$ cat src/rtl/pkt_gate_pkg.sv
package pkt_gate_pkg;
  typedef struct packed {
    logic full;
    logic pkt_end;
  } evt_t;
endpackage

$ cat src/rtl/pkt_gate_hold.sv
module pkt_gate_hold #(
  parameter int W = 8
) (
  input  logic         clk,
  input  logic         rst,
  input  logic         rx_valid,
  input  logic [W-1:0] rx_byte,
  input  logic         block,
  output logic         xfer,
  output logic [W-1:0] hold_data,
  output logic         overrun
);
  logic hold_full;

  assign xfer = hold_full & ~block;

  always_ff @(posedge clk) begin
    if (rst) begin
      hold_full <= 1'b0;
      hold_data <= '0;
      overrun   <= 1'b0;
    end else begin
      overrun <= rx_valid & hold_full & ~xfer;
      if (rx_valid && (!hold_full || xfer)) begin
        hold_full <= 1'b1;
        hold_data <= rx_byte;
      end else if (xfer) begin
        hold_full <= 1'b0;
      end
    end
  end

  assert_overrun_cause_R12: assert property (@(posedge clk) disable iff (rst)
    overrun |-> $past(rx_valid) && $past(block));
endmodule

$ cat src/rtl/pkt_gate_queue.sv
module pkt_gate_queue #(
  parameter int W     = 8,
  parameter int DEPTH = 4,
  localparam int AW   = $clog2(DEPTH),
  localparam int CW   = $clog2(DEPTH + 1)
) (
  input  logic          clk,
  input  logic          rst,
  input  logic          wr_en,
  input  logic [W-1:0]  wr_data,
  input  logic          rd_en,
  output logic [W-1:0]  rd_data,
  output logic          rd_valid,
  output logic [CW-1:0] count
);
  logic [W-1:0]  mem [DEPTH];
  logic [AW-1:0] wr_ptr, rd_ptr;

  always_ff @(posedge clk) begin
    if (wr_en) mem[wr_ptr] <= wr_data;
    if (rd_en) rd_data <= mem[rd_ptr];
  end

  always_ff @(posedge clk) begin
    if (rst) begin
      wr_ptr   <= '0;
      rd_ptr   <= '0;
      count    <= '0;
      rd_valid <= 1'b0;
    end else begin
      rd_valid <= rd_en;
      if (wr_en) wr_ptr <= (wr_ptr == AW'(DEPTH - 1)) ? '0 : wr_ptr + 1'b1;
      if (rd_en) rd_ptr <= (rd_ptr == AW'(DEPTH - 1)) ? '0 : rd_ptr + 1'b1;
      count <= count + CW'(wr_en) - CW'(rd_en);
    end
  end

  assert_no_overflow_R8: assert property (@(posedge clk) disable iff (rst)
    wr_en && !rd_en |-> count < CW'(DEPTH));
  assert_no_underflow_R7: assert property (@(posedge clk) disable iff (rst)
    rd_en |-> count != '0);
endmodule

$ cat src/rtl/pkt_gate_ctrl.sv
module pkt_gate_ctrl
  import pkt_gate_pkg::*;
#(
  parameter int DEPTH = 4,
  parameter int LW    = 16,
  localparam int CW   = $clog2(DEPTH + 1)
) (
  input  logic          clk,
  input  logic          rst,
  input  logic          xfer,
  input  logic [CW-1:0] q_count,
  input  logic [LW-1:0] blk_len,
  input  logic          irq_en,
  input  logic          host_rd,
  input  logic          host_ack,
  output logic          pop,
  output logic          frozen,
  output evt_t          sts,
  output logic          irq_n
);
  logic [LW-1:0] remain, cur;
  evt_t          evt, sts_d;
  logic          last_pop;

  assign cur      = (remain != '0) ? remain : ((blk_len == '0) ? LW'(1) : blk_len);
  assign evt.pkt_end = xfer & (cur == LW'(1));
  assign evt.full    = xfer & (q_count == CW'(DEPTH - 1));
  assign pop      = host_rd & frozen & (q_count != '0);
  assign last_pop = pop & (q_count == CW'(1));

  always_comb begin
    sts_d = sts;
    if (evt.pkt_end || evt.full) sts_d = evt;
    else if (host_ack || last_pop) sts_d = '0;
  end

  always_ff @(posedge clk) begin
    if (rst) begin
      remain <= '0;
      frozen <= 1'b0;
      sts    <= '0;
      irq_n  <= 1'b1;
    end else begin
      sts   <= sts_d;
      irq_n <= ~(irq_en & (sts_d.pkt_end | sts_d.full));
      if (xfer) remain <= cur - 1'b1;
      if (evt.pkt_end || evt.full) frozen <= 1'b1;
      else if (last_pop) frozen <= 1'b0;
    end
  end

  assert_ack_clears_R9: assert property (@(posedge clk) disable iff (rst)
    host_ack && frozen |=> !sts.pkt_end && !sts.full);
  assert_status_frozen_R8: assert property (@(posedge clk) disable iff (rst)
    (sts.pkt_end || sts.full) |-> frozen);
  assert_irq_cause_R10: assert property (@(posedge clk) disable iff (rst)
    !irq_n |-> (sts.pkt_end || sts.full));
  assert_reads_locked_R6: assert property (@(posedge clk) disable iff (rst)
    !frozen |=> $past(q_count) == '0 || q_count >= $past(q_count));
endmodule

$ cat src/rtl/pkt_gate_rxq.sv
module pkt_gate_rxq
  import pkt_gate_pkg::*;
#(
  parameter int W     = 8,
  parameter int DEPTH = 4,
  parameter int LW    = 16,
  localparam int CW   = $clog2(DEPTH + 1)
) (
  input  logic          clk,
  input  logic          rst,
  input  logic          rx_valid,
  input  logic [W-1:0]  rx_byte,
  input  logic [LW-1:0] blk_len,
  input  logic          irq_en,
  input  logic          host_rd,
  input  logic          host_ack,
  output logic [W-1:0]  rd_data,
  output logic          rd_valid,
  output logic          sts_pkt_end,
  output logic          sts_full,
  output logic          irq_n,
  output logic          rx_stall,
  output logic          overrun
);
  logic          xfer, frozen, pop;
  logic [W-1:0]  hold_data;
  logic [CW-1:0] q_count;
  evt_t          sts;

  pkt_gate_hold #(.W(W)) u_hold (
    .clk(clk), .rst(rst), .rx_valid(rx_valid), .rx_byte(rx_byte),
    .block(frozen), .xfer(xfer), .hold_data(hold_data), .overrun(overrun));

  pkt_gate_queue #(.W(W), .DEPTH(DEPTH)) u_queue (
    .clk(clk), .rst(rst), .wr_en(xfer), .wr_data(hold_data), .rd_en(pop),
    .rd_data(rd_data), .rd_valid(rd_valid), .count(q_count));

  pkt_gate_ctrl #(.DEPTH(DEPTH), .LW(LW)) u_ctrl (
    .clk(clk), .rst(rst), .xfer(xfer), .q_count(q_count), .blk_len(blk_len),
    .irq_en(irq_en), .host_rd(host_rd), .host_ack(host_ack), .pop(pop),
    .frozen(frozen), .sts(sts), .irq_n(irq_n));

  assign rx_stall    = frozen;
  assign sts_pkt_end = sts.pkt_end;
  assign sts_full    = sts.full;

  assert_stall_holds_R8: assert property (@(posedge clk) disable iff (rst)
    rx_stall |=> q_count <= $past(q_count));
endmodule

$ cat config.mk
export PLATFORM = sky130hd
export DESIGN_NAME = pkt_gate_rxq
export DESIGN_NICKNAME = d
export VERILOG_FILES = /design/src/rtl/pkt_gate_pkg.sv /design/src/rtl/pkt_gate_hold.sv /design/src/rtl/pkt_gate_queue.sv /design/src/rtl/pkt_gate_ctrl.sv /design/src/rtl/pkt_gate_rxq.sv
export SDC_FILE = /design/constraint.sdc
export NUM_CORES = 1
export LEC_CHECK = 0
export BUFFER_PORTS_ARGS = -buffer_cell sky130_fd_sc_hd__buf_2
export CORE_ASPECT_RATIO = 0.7
export CORE_MARGIN = 5
export CORE_UTILIZATION = 25
export CTS_BUF_LIST = sky130_fd_sc_hd__clkbuf_8
export DETAILED_ROUTE_END_ITERATION = 8
export GPL_ROUTABILITY_DRIVEN = 0
export SLEW_MARGIN = 30
export SYNTH_ARGS = -nofsm -noshare
export SYNTH_HDL_FRONTEND = slang
export SYNTH_SLANG_ARGS = --single-unit
$ cat constraint.sdc
create_clock -name clk -period 3 [get_ports clk]
set_input_delay 0.45 -clock clk [delete_from_list [all_inputs] [get_ports clk]]
set_output_delay 0.45 -clock clk [all_outputs]
set_load 0.02 [all_outputs]
# [Word-level counts from Yosys, hierarchy flattened]
# Memory sizes are Yosys's and may differ from the RTL's. A register that Yosys moved wholly into a read port is not among the register bits.
# Index checks and enable logic that the tools add are counted.
[word_totals] reg_bits=38 latchBits=0 mem_bits_rw=32 rom_bits=0 inputBits=30 out_inout_bits=14 elab_cells=58 mem_count=1
[memory_table] memory="u_queue.mem" words=4 word_bits=8 read_ports=1 rd_clocked_by_memory_dff=1 wr=1 line_no="pkt_gate_queue.sv:16" text="logic [W-1:0] mem [DEPTH];"
[op_classes] n_addsub=5 mul=0 div=0 n_lt_le_gt_ge=0 eq_ne=5 shift=0 muxes=12 n_bitwise=13 reduce_logical=10
[op_table] cell="$mux 16" n=2
[op_table] cell="$eq 16x1->1 const B" n=1
[op_table] cell="$logic_not 16->1" n=1
[op_table] cell="$reduce_bool 16->1" n=1
[op_table] cell="$sub 16x1->16 const B" n=1
[op_table] cell="$and 1x1->1" n=9
[op_table] cell="$mux 2" n=4
[op_table] cell="$mux 1" n=6
[op_table] cell="$add 2x1->2 const B" n=2
[op_table] cell="$eq 2x2->1 const B" n=2
[op_table] cell="$reduce_bool 2->1" n=2
[op_table] cell="$add 3x1->3" n=1
[op_table] cell="$eq 3x1->1 const B" n=1
[op_table] cell="$eq 3x2->1 const B" n=1
[op_table] cell="$logic_or 1x1->1" n=3
[op_table] cell="$not 1->1" n=3
[op_table] cell="$reduce_bool 3->1" n=1
[op_table] cell="$sub 3x1->3" n=1
[op_table] cell="$logic_and 1x1->1" n=1
[op_table] cell="$logic_not 1->1" n=1
[op_table] cell="$or 1x1->1" n=1

# [Logic depth before layout (Yosys ltp)]
# Gate-level depths: netlist (run 1).
[depth] depth_word=10 mapped_depth=13 ltp_nobuf=11

# [Modules after synthesis]
# A second synthesis (run 1) with hierarchy kept.
[unflattened] cells_unflattened=317 hier_area_um2=3723.6
[by_module_without_submodules] module="pkt_gate_queue" n_inst=1 cells_per_inst=90 area_per_inst_um2=1824.2 seq_area_each_um2=1361.3
[by_module_without_submodules] module="pkt_gate_ctrl" n_inst=1 cells_per_inst=186 area_per_inst_um2=1463.9 seq_area_each_um2=400.4
[by_module_without_submodules] module="pkt_gate_hold" n_inst=1 cells_per_inst=41 area_per_inst_um2=435.4 seq_area_each_um2=200.2

# [Worst setup path before layout (run 1)]
# No wires, ideal clock.
[synth_path] kind="flip-flop to flip-flop" startpoint="register u_queue.count[1]" endpoint="register u_queue.count[2]" setup_time_ns=0.128 arrival_time_ns=2.584 required_time_ns=2.872 path_slack_ns=0.288 path_stages_with_launch=11 path_buffers=0 synth_period_minus_slack_ns=2.712 cell_sequence="dfxtp_1 o311ai_0 inv_1 ha_1 inv_1 ha_1 inv_1 fa_1 xor2_1 xnor2_1 nor2_1"
[synth_between] elab_chain_cells=3 elab_cells_between_ends=4 cone_classes="add/sub (2); bitwise (1); reduce/logical (1)"
[synth_lines] element="start, declared" line_no="pkt_gate_queue.sv:14" text="output logic [CW-1:0] count"
[synth_lines] element="start signal, assigned" line_no="pkt_gate_queue.sv:34" text="count <= count + CW'(wr_en) - CW'(rd_en);"
[synth_lines] element="$reduce_bool 3->1" line_no="pkt_gate_ctrl.sv:28" text="assign pop = host_rd & frozen & (q_count != '0);"
[synth_lines] element="$and 1x1->1" line_no="pkt_gate_ctrl.sv:28"
[synth_lines] element="net pop" line_no="pkt_gate_rxq.sv:25" text="logic xfer, frozen, pop;"
[synth_lines] element="$sub 3x1->3" line_no="pkt_gate_queue.sv:34"
# The timed path passes the listed nets, and every way through them passes these cells.
# A chain may end at the register's enable or synchronous reset.

# [Final worst setup path (run 1)]
[layout_path] startpoint="register u_ctrl.remain[4]" endpoint="register u_ctrl.irq_n"
[layout_between] elab_chain_cells=9
[layout_lines] element="start, declared" line_no="pkt_gate_ctrl.sv:21" text="logic [LW-1:0] remain, cur;"
[layout_lines] element="start signal, assigned" line_no="pkt_gate_ctrl.sv:46" text="if (xfer) remain <= cur - 1'b1;"
[layout_lines] element="$reduce_bool 16->1" line_no="pkt_gate_ctrl.sv:25" text="assign cur = (remain != '0) ? remain : ((blk_len == '0) ? LW'(1) : blk_len);"
[layout_lines] element="$mux 16 (*)" line_no="pkt_gate_ctrl.sv:25"
[layout_lines] element="$eq 16x1->1 (*)" line_no="pkt_gate_ctrl.sv:26" text="assign evt.pkt_end = xfer & (cur == LW'(1));"
[layout_lines] element="$and 1x1->1 (*)" line_no="pkt_gate_ctrl.sv:26"
[layout_lines] element="$logic_or 1x1->1" line_no="pkt_gate_ctrl.sv:33" text="if (evt.pkt_end || evt.full) sts_d = evt;"
[layout_lines] element="$mux 2 (*)" line_no="pkt_gate_ctrl.sv:33"
[layout_lines] element="$or 1x1->1 (*)" line_no="pkt_gate_ctrl.sv:45" text="irq_n <= ~(irq_en & (sts_d.pkt_end | sts_d.full));"
[layout_lines] element="$and 1x1->1 (*)" line_no="pkt_gate_ctrl.sv:45"
[layout_lines] element="$not 1->1 (*)" line_no="pkt_gate_ctrl.sv:45"
[layout_lines] element="end signal, assigned" line_no="pkt_gate_ctrl.sv:45"
[layout_lines] element="end, declared" line_no="pkt_gate_ctrl.sv:19" text="output logic irq_n"
# Every way passes the cells marked *; elsewhere a longest branch is shown, timed or not.

==> results of run 1 <==
-- per-stage QoR --
stage | total power [mW] | std cells | utilization [%]
3_3_place_gp | 2.75 | 545 | 28.9
2_1_floorplan | 2.38 | 317 | -
5_1_grt | 3.74 | 561 | 30.1
4_1_cts | 3.50 | 561 | 30.1
3_5_place_dp | 2.77 | 545 | 28.9
6_report | 3.49 | 561 | 30.1
-- per-layer routing --
layer | part of all wire, % | track usage [%] | vias up
li1 | - | - | 1310
met1 | 48 | 14.1 | 1264
met2 | 44 | 16.3 | 102
met3 | 7.0 | 3.19 | 9
met4 | 1.3 | 2.92 | 0
met5 | 0 | 0 | -
-- final cells by class --
| type | instances | area, um^2 |
|---|---|---|
| Tap cell | 190 | 238 |
| Clock buffer | 9 | 124 |
| Fill cell | 1447 | 9750 |
| Sequential cell | 78 | 1960 |
| Clock inverter | 7 | 51.3 |
| Timing Repair Buffer | 53 | 290 |
| Multi-Input combinational cell | 216 | 1510 |
| Inverter | 8 | 30.0 |
-- worst paths after layout --
| kind | end | slack, ns |
|---|---|---|
| setup reg to reg | u_ctrl.irq_n | 0.15 |
| hold / removal | u_hold.hold_data[5] | 0.34 |
| setup / recovery | u_ctrl.irq_n | 0.15 |
| hold reg to reg | u_ctrl.sts[0] | 0.50 |
-- cell usage in the layout (no fill, tap or decap), drive strengths merged, types with 7 or more instances in the layout --
master and instances:
a211oi 8, a21oi 30, buf 53, clkbuf 9, dfxtp 38, edfxtp 40
ha 9, inv 10, mux4 8, nand2 33, nor2 23, nor3 14
nor4 7, o21ai 9
-- sequential cells by signal, summed over array words and instances (netlist names), 2 cells and up --
name / count
u_ctrl.remain: 16
u_ctrl.sts: 2
u_hold.hold_data: 8
u_queue.count: 3
u_queue.mem: 32
u_queue.rd_data: 8
u_queue.rd_ptr: 2
u_queue.wr_ptr: 2
-- repair_timing --
item,in CTS,in global routing
setup buffers,0,0
gates resized for setup,0,2
setup endpoints to repair,0,4
-- kinds of logic after synthesis --
logic type / Yosys count / share of synthesized area (%)
fa+ha+maj: 10 / 3.72
simple gates: 112 / 16.7
buf+inv: 23 / 2.56
compound gates: 79 / 15.0
mux: 13 / 6.49
xor+xnor: 2 / 0.491
flops: 78 / 55.0
-- worst max-delay path: cells and delay by family (launching register included) --
kind / cells / cell delay [ns]
AOI/OAI and AO/OA: 3 / 0.70
adders and majority gates: 1 / 0.14
buffers and inverters: 1 / 0.08
DFF: 1 / 0.36
and+or+nand+nor: 4 / 1.47
-- power groups by stage --
stage | Combinational (mW) | Clock (mW) | Sequential, mW
after CTS | 1.46 | 0.737 | 1.30
after floorplan | 1.08 | 0 | 1.30
after detailed placement | 1.45 | 0 | 1.33
final | 1.49 | 0.696 | 1.30
after global placement | 1.43 | 0 | 1.32
after global routing | 1.64 | 0.778 | 1.32
==> results_dict.tcl, run 1 <==
set metrics [dict create \
    run_status "finished, final reports clean" \
    postLayoutCellArea_mm2 0.00421 \
    synth_top_area_share_pct 33.7 \
    startpoint "u_ctrl.remain[4]" \
    final-setup-viol-count 0 \
    synth_fp_nets 357 \
    setup_ws_ns 0.145 \
    yosys-top-cells-area "edfxtp_1 34%, dfxtp_1 21%, mux4_2 5.1%" \
    synthArstFlopShare_pct 0 \
    dp_slack_ns 0.0814 \
    dieHeight_um 110 \
    worstReg2RegStart "u_ctrl.remain[4]" \
    synthCells 317 \
    skew_ns 0.0133 \
    finalCritPeriodShare_pct 95.2 \
    max_slew_margin_pct 36.7 \
    syn_area_mm2 0.00356 \
    crit_chain "nor4_1, nand4_1, nor2_2, a21oi_1, inv_1, ha_1, o2111ai_1, or4_4, a311o_1" \
    synth_top_flop_cell "edfxtp_1" \
    detail_route.first_pass.iterations 4 \
    routed_via_density 4.79 \
    core_mm2 0.0140 \
    period_minus_slack_ns 2.85 \
    clock_latency_ns 0.35 \
    p_sw_share_pct 40.2 \
    cp.required_ns 3.25 \
    dr_total_vias 2685 \
    synth_common_cells "40 x edfxtp_1, 38 x dfxtp_1, 32 x nand2_1" \
    gr-usage-all-layers_pct 10.4 \
    initial_core_util_pct 25.5 \
    ios 44 \
    synth_warnings 0 \
    dieArea_mm2 0.0168 \
    ys_seq_area_share_pct 55.0 \
    chipWidth_um 153 \
    yosysTopAreaCell "edfxtp_1" \
    antennaDiodeCount 0 \
    power_frac_seq_pct 37.3 \
    ys_types 58 \
    hold_depth 3 \
    clkPwrFrac_pct 19.9 \
    max_stage_delay_ns 0.50 \
    crit_type "flop to flop" \
    arrival_ns 3.10 \
    slew_viol_final 0 \
    grt_pass1_wl_um 13600 \
    clock_sinks 78 \
    routed_wl_um 8470 \
    max_cap_viol_count 0 \
    hold_start "rx_byte[5]" \
    io_buffer_count 43 \
    worst_pin_slew_ns 0.942 \
    ff2ff_path_depth 9 \
    cts_root_buffer "clkbuf_8" \
    end_kind "flop" \
    detail_route.drc_violations 0 \
    start_kind "flop" \
    min_path_type "input pin to flop" \
    cts.clk_slew.worst_paths_ns 0.09 \
    hold_viol 0 \
    clk_path_buf_depth 2 \
    yosys.cell_count.top_type "edfxtp_1" \
    p_leak_nw 1.53 \
    fin_nets 406 \
    dpl_cell_area_mm2 0.00403 \
    vdd_ir_drop_max_v 0.000439 \
    grt_overflow 0 \
    tns_ns 0 \
    avgRoutedWirePerCell_um 15.1 \
    synth_area_per_cell_um2 11.2 \
    dpl.hpwl_um 6170 \
    critPathSlowestCell "nor4_1" \
    antenna_found_initial 0 \
    crit_fanout 6 \
    cts_tree "done" \
    timing.fmax_mhz 350 \
    area_delta_synth_final_pct 18.1 \
    fp-row-count 36 \
    grt_pass1_vias 2582 \
    synth_edf_count 40 \
    ant_nets 0 \
    fin_hold_ws_ns 0.340 \
    grt_max_degree 42 \
    cts_max_level 3 \
    cts_hold_buf 0 \
    p_sw_mw 1.40 \
    power_density_mw_per_mm2 830 \
    drive_above_1_share_pct 23.7 \
    p_int_mw 2.09 \
    ys_ff_latch 78 \
    numCtsBuffers 9 \
    first_iter_violations 225 \
    combPwrFrac_pct 42.8 \
]
Power figures use the tool's default switching activity.
==> run 2, diff against run 1 <==
--- a/config.mk
+++ b/config.mk
@@ -7,7 +7,7 @@
 export LEC_CHECK = 0
 export BUFFER_PORTS_ARGS = -buffer_cell sky130_fd_sc_hd__buf_2
 export CORE_ASPECT_RATIO = 0.7
-export CORE_MARGIN = 5
+export CORE_MARGIN = 2
 export CORE_UTILIZATION = 25
 export CTS_BUF_LIST = sky130_fd_sc_hd__clkbuf_8
 export DETAILED_ROUTE_END_ITERATION = 8
==> results_dict.tcl, run 2 (synthesis results as in run 1) <==
set metrics [dict create \
    endpoint "u_ctrl.irq_n" \
    drive_above_1_share_pct 23.8 \
    largest_reg_flops 32 \
    ant_nets 0 \
    ios 44 \
    setup_ws_ns 0.200 \
    dpl.hpwl_um 5950 \
    tns_ns 0 \
    dp_slack_ns -0.00742 \
    final_cell_mix "43 x buf_2, 40 x edfxtp_1, 38 x dfxtp_1" \
    end_kind "flop" \
    dieArea_mm2 0.0152 \
    chipWidth_um 147 \
    crit_chain "nor4_1, nand4_1, nor2_4, a21oi_1, inv_1, ha_1, o2111ai_1, or4_4, a311o_1" \
    max_stage_delay_ns 0.50 \
    fin_nets 405 \
    cts_max_level 3 \
    skew_ns 0.00590 \
    crit_fanout 6 \
    start_kind "flop" \
    cts_root_buffer "clkbuf_8" \
    p_leak_nw 1.52 \
    final-setup-viol-count 0 \
    max_slew_margin_pct 40.9 \
    ff2ff_path_depth 9 \
    startpoint "u_ctrl.remain[4]" \
    arrival_ns 3.04 \
    timing.fmax_mhz 357 \
    grt_overflow 0 \
    numCtsBuffers 9 \
    cts.clk_slew.worst_paths_ns 0.08 \
    io_buffer_count 43 \
    utilization_pct 30.4 \
    slew_viol_final 0 \
    fp-row-count 36 \
    worstReg2RegStart "u_ctrl.remain[4]" \
    final_common_cell "buf_2" \
    dieHeight_um 104 \
    cts_tree "done" \
    routed_via_density 4.79 \
    min_path_type "input pin to flop" \
    dr_total_vias 2685 \
    vdd_ir_drop_max_v 0.000345 \
    top_regs "u_queue.mem x32, u_ctrl.remain x16" \
    clock_sinks 78 \
    regMostFlops "u_queue.mem" \
    clk_path_buf_depth 2 \
    avgRoutedWirePerCell_um 15.2 \
    period_minus_slack_ns 2.80 \
    detail_route.drc_violations 0 \
    antenna_found_initial 0 \
    hold_viol 0 \
    detail_route.first_pass.iterations 4 \
    power_mw 3.61 \
    initial_core_util_pct 25.6 \
    routed_wl_um 8510 \
    grt_pass1_vias 2706 \
    area_delta_synth_final_pct 18.9 \
    critPathSlowestCell "or4_4" \
    r2r_setup_slack_ns 0.20 \
    run_status "finished, final reports clean" \
    first_iter_violations 162 \
    crit_type "flop to flop" \
    grt_pass1_wl_um 13900 \
    max_cap_viol_count 0 \
    grt_max_degree 42 \
    power_density_mw_per_mm2 851 \
    core_mm2 0.0139 \
    clock_latency_ns 0.35 \
    gr-usage-all-layers_pct 11.6 \
    fin_cells 560 \
    rr_endpoint "u_ctrl.irq_n" \
    worst_pin_slew_ns 0.879 \
    dp_cells 544 \
    cp.required_ns 3.24 \
    dpl_cell_area_mm2 0.00402 \
    rsz0062_at_grt "no" \
    antennaDiodeCount 0 \
    finalCritPeriodShare_pct 93.3 \
    fin_hold_ws_ns 0.339 \
    postLayoutCellArea_mm2 0.00424 \
]
==> run 2: cell count changes in the layout (fill, tap and decap cells not counted) <==
cell and delta:
nor2_4 +1, inv_8 -1, bufinv_16 +1, clkinv_4 -3
buf_4 -1, clkinv_2 -1, inv_1 -1, clkinvlp_4 +4
nor4_2 -1, inv_6 +1, nor4_4 +1, nor2_2 -1
==> run 2: area by class of cell <==
class	instances	area, um^2
fill	1433	9680
clock inverter	7	73.8
tap	190	238
multi-input combinational	216	1530
sequential	78	1960
inverter	8	30.0
clock buffer	9	124
timing repair buffer	52	283
==> run 2: repair_timing <==
item	4_1_cts	5_1_grt
endpoints found under the hold margin	0	0
setup buffers	0	0
endpoints found under the setup margin	0	7
gates resized for setup	0	4
hold buffers	0	0
==> run 2: worst max-delay path: cells and delay by family, from the launching register on <==
kind	cells	cell delay [ns]
simple gates	4	1.42
flops	1	0.36
fa+ha+maj	1	0.14
compound gates	3	0.68
buf+inv	1	0.07
==> run 2: where the power goes <==
part	internal (mW)	total (mW)	switching [mW]
Clock	0.385	0.790	0.405
Sequential	1.21	1.31	0.0996
Combinational	0.568	1.51	0.939
==> run 2: worst min path at each step <==
| stage | startpoint | endpoint | cells after the start |
|---|---|---|---|
| global route | rx_byte[3] | u_hold.hold_data[3] | 3 |
| global placement | u_hold.hold_data[2] | u_queue.mem[2][2] | 0 |
| finish | rx_byte[3] | u_hold.hold_data[3] | 3 |
| floorplan | u_hold.hold_data[0] | u_queue.mem[0][0] | 0 |
| detailed placement | u_ctrl.sts[0] | u_ctrl.sts[0] | 2 |
| CTS | rx_byte[3] | u_hold.hold_data[3] | 3 |
==> run 2: layer usage <==
| metal | global-route usage, % | wire, um | part of all wire [%] | up-vias |
|---|---|---|---|---|
| met5 | 0 | 0 | 0 | - |
| li1 | - | - | - | 1302 |
| met1 | 15.7 | 4030 | 47 | 1287 |
| met3 | 4.39 | 681 | 8.0 | 8 |
| met4 | 3.95 | 108 | 1.3 | 0 |
| met2 | 17.0 | 3690 | 43 | 88 |
==> run 3, diff against run 2 <==
--- a/config.mk
+++ b/config.mk
@@ -6,12 +6,15 @@
 export NUM_CORES = 1
 export LEC_CHECK = 0
 export BUFFER_PORTS_ARGS = -buffer_cell sky130_fd_sc_hd__buf_2
+export CELL_PAD_IN_SITES_DETAIL_PLACEMENT = 1
+export CELL_PAD_IN_SITES_GLOBAL_PLACEMENT = 2
 export CORE_ASPECT_RATIO = 0.7
 export CORE_MARGIN = 2
 export CORE_UTILIZATION = 25
 export CTS_BUF_LIST = sky130_fd_sc_hd__clkbuf_8
 export DETAILED_ROUTE_END_ITERATION = 8
 export GPL_ROUTABILITY_DRIVEN = 0
+export PLACE_DENSITY_LB_ADDON = 0.1
 export SLEW_MARGIN = 30
 export SYNTH_ARGS = -nofsm -noshare
 export SYNTH_HDL_FRONTEND = slang
==> results_dict.tcl, run 3 (synthesis results as in run 1) <==
set metrics [dict create \
    crit_type "flop to flop" \
    cp_top_family "simple AND/OR/NAND/NOR gates" \
    dpl.hpwl_um 7490 \
    area_delta_synth_final_pct 23.9 \
    detail_route.first_pass.iterations 4 \
    gr-usage-all-layers_pct 14.0 \
    end_kind "flop" \
    run_status "finished, final reports clean" \
    worst_pin_slew_ns 0.896 \
    dp_cells 566 \
    max_stage_delay_ns 0.50 \
    detail_route.drc_violations 0 \
    critPathSlowestCell "or4_4" \
    fin_nets 427 \
    antenna_found_initial 0 \
    hold_depth 3 \
    cts_root_buffer "clkbuf_8" \
    cts_max_level 3 \
    ff_latch_area_mm2 0.00196 \
    dieHeight_um 104 \
    routed_wl_um 10400 \
    largest_reg_flops 32 \
    initial_core_util_pct 25.6 \
    worstReg2RegStart "u_ctrl.remain[9]" \
    cp.required_ns 3.25 \
    min_path_type "input pin to flop" \
    grt_pass1_vias 2850 \
    routed_via_density 4.82 \
    rr_endpoint "u_ctrl.irq_n" \
    ff2ff_path_depth 9 \
    final-setup-viol-count 0 \
    dieArea_mm2 0.0152 \
    grt_max_degree 42 \
    holdPathEnd "u_hold.hold_data[1]" \
    top_regs "u_queue.mem x32, u_ctrl.remain x16" \
    multiInputGateArea_mm2 0.00154 \
    skew_ns 0.0135 \
    first_iter_violations 116 \
    critPathBufInv 1 \
    fp-row-count 36 \
    period_minus_slack_ns 2.77 \
    numCtsBuffers 9 \
    io_buffer_count 43 \
    drive_above_1_share_pct 28.6 \
    cts_hold_buf 0 \
    hold_start "rx_byte[1]" \
    slew_viol_final 0 \
    grt_pass1_wl_um 16300 \
    start_kind "flop" \
    fin_cells 582 \
    final_cell_mix "43 x buf_2, 40 x edfxtp_1, 38 x dfxtp_1" \
    clk_path_buf_depth 2 \
    max_slew_margin_pct 40.3 \
    ios 44 \
    power_density_mw_per_mm2 894 \
    grt_overflow 0 \
    cts.clk_slew.worst_paths_ns 0.09 \
    hold_viol 0 \
    arrival_ns 3.02 \
    rsz0062_at_grt "no" \
    max_cap_viol_count 0 \
    clock_sinks 78 \
    avgRoutedWirePerCell_um 17.8 \
    vdd_ir_drop_max_v 0.000320 \
    n_fill_cell 1561 \
    antennaDiodeCount 0 \
    crit_chain "nor4_4, nand4_1, nor2_2, a21oi_2, inv_1, ha_1, o2111ai_1, or4_4, a311o_1" \
    ant_nets 0 \
    crit_fanout 5 \
    power_mw 3.95 \
    p_leak_nw 1.64 \
    timing.fmax_mhz 361 \
    clock_latency_ns 0.35 \
    r2r_setup_slack_ns 0.23 \
    chipWidth_um 147 \
    postCtsSetupBuffers 0 \
    finalCritPeriodShare_pct 92.3 \
    dr_total_vias 2806 \
    final_common_cell "buf_2" \
    cts_resized 0 \
    cts_tree "done" \
    core_mm2 0.0139 \
    regMostFlops "u_queue.mem" \
]
==> run 3: worst max-delay path by stage <==
| stage | startpoint | to | cells past startpoint |
|---|---|---|---|
| floorplan | u_queue.count[1] | u_queue.count[2] | 10 |
| global placement | u_ctrl.remain[3] | u_ctrl.irq_n | 9 |
| detailed placement | blk_len[5] | u_ctrl.remain[12] | 12 |
| CTS | u_ctrl.remain[3] | u_ctrl.irq_n | 9 |
| global route | u_ctrl.remain[9] | u_ctrl.remain[12] | 11 |
| finish | u_ctrl.remain[9] | u_ctrl.irq_n | 9 |
==> run 3: cell type report <==
cell class	instances	area share (%)
tap	190	5.38
inverter	8	0.680
clock inverter	7	1.70
sequential	78	44.4
timing repair buffer	74	10.1
multi-input combinational	216	34.9
clock buffer	9	2.81
==> run 3: worst register-to-register path: stages (launching register included) <==
cell	delay [ns]
dfxtp_1	0.39
nor4_4	0.40
nand4_1	0.22
nor2_2	0.27
a21oi_2	0.12
inv_1	0.07
ha_1	0.14
o2111ai_1	0.18
or4_4	0.50
a311o_1	0.36
==> run 3: where the power goes <==
group	total, mW	internal, mW	switching, mW	leakage, nW
clock	0.806	0.387	0.418	0.0972
combinational	1.84	0.768	1.07	0.865
sequential	1.30	1.21	0.0943	0.679
==> run 3: metrics by stage <==
stage	hold slack (ns)	worst slack [ns]	area (um^2)	setup TNS (ns)	utilization [%]
floorplan	0.460	0.288	3560	0	-
CTS	0.307	0.0154	4390	0	31.5
detailed placement	0.480	-0.124	4190	-0.185	30.1
finish	0.327	0.231	4420	0	31.7
global route	0.312	0.00612	4420	0	31.7
global placement	0.476	-0.0523	4190	-0.0523	30.1
==> run 3: routing by layer <==
layer / routed length, um / up-vias / global-route usage (%) / part of all wire (%)
met5: 0 / - / 0 / 0
met4: 87 / 0 / 3.81 / 0.84
met3: 506 / 6 / 4.17 / 4.9
met2: 4420 / 53 / 20.0 / 43
met1: 5370 / 1404 / 20.6 / 52
li1: - / 1343 / - / -
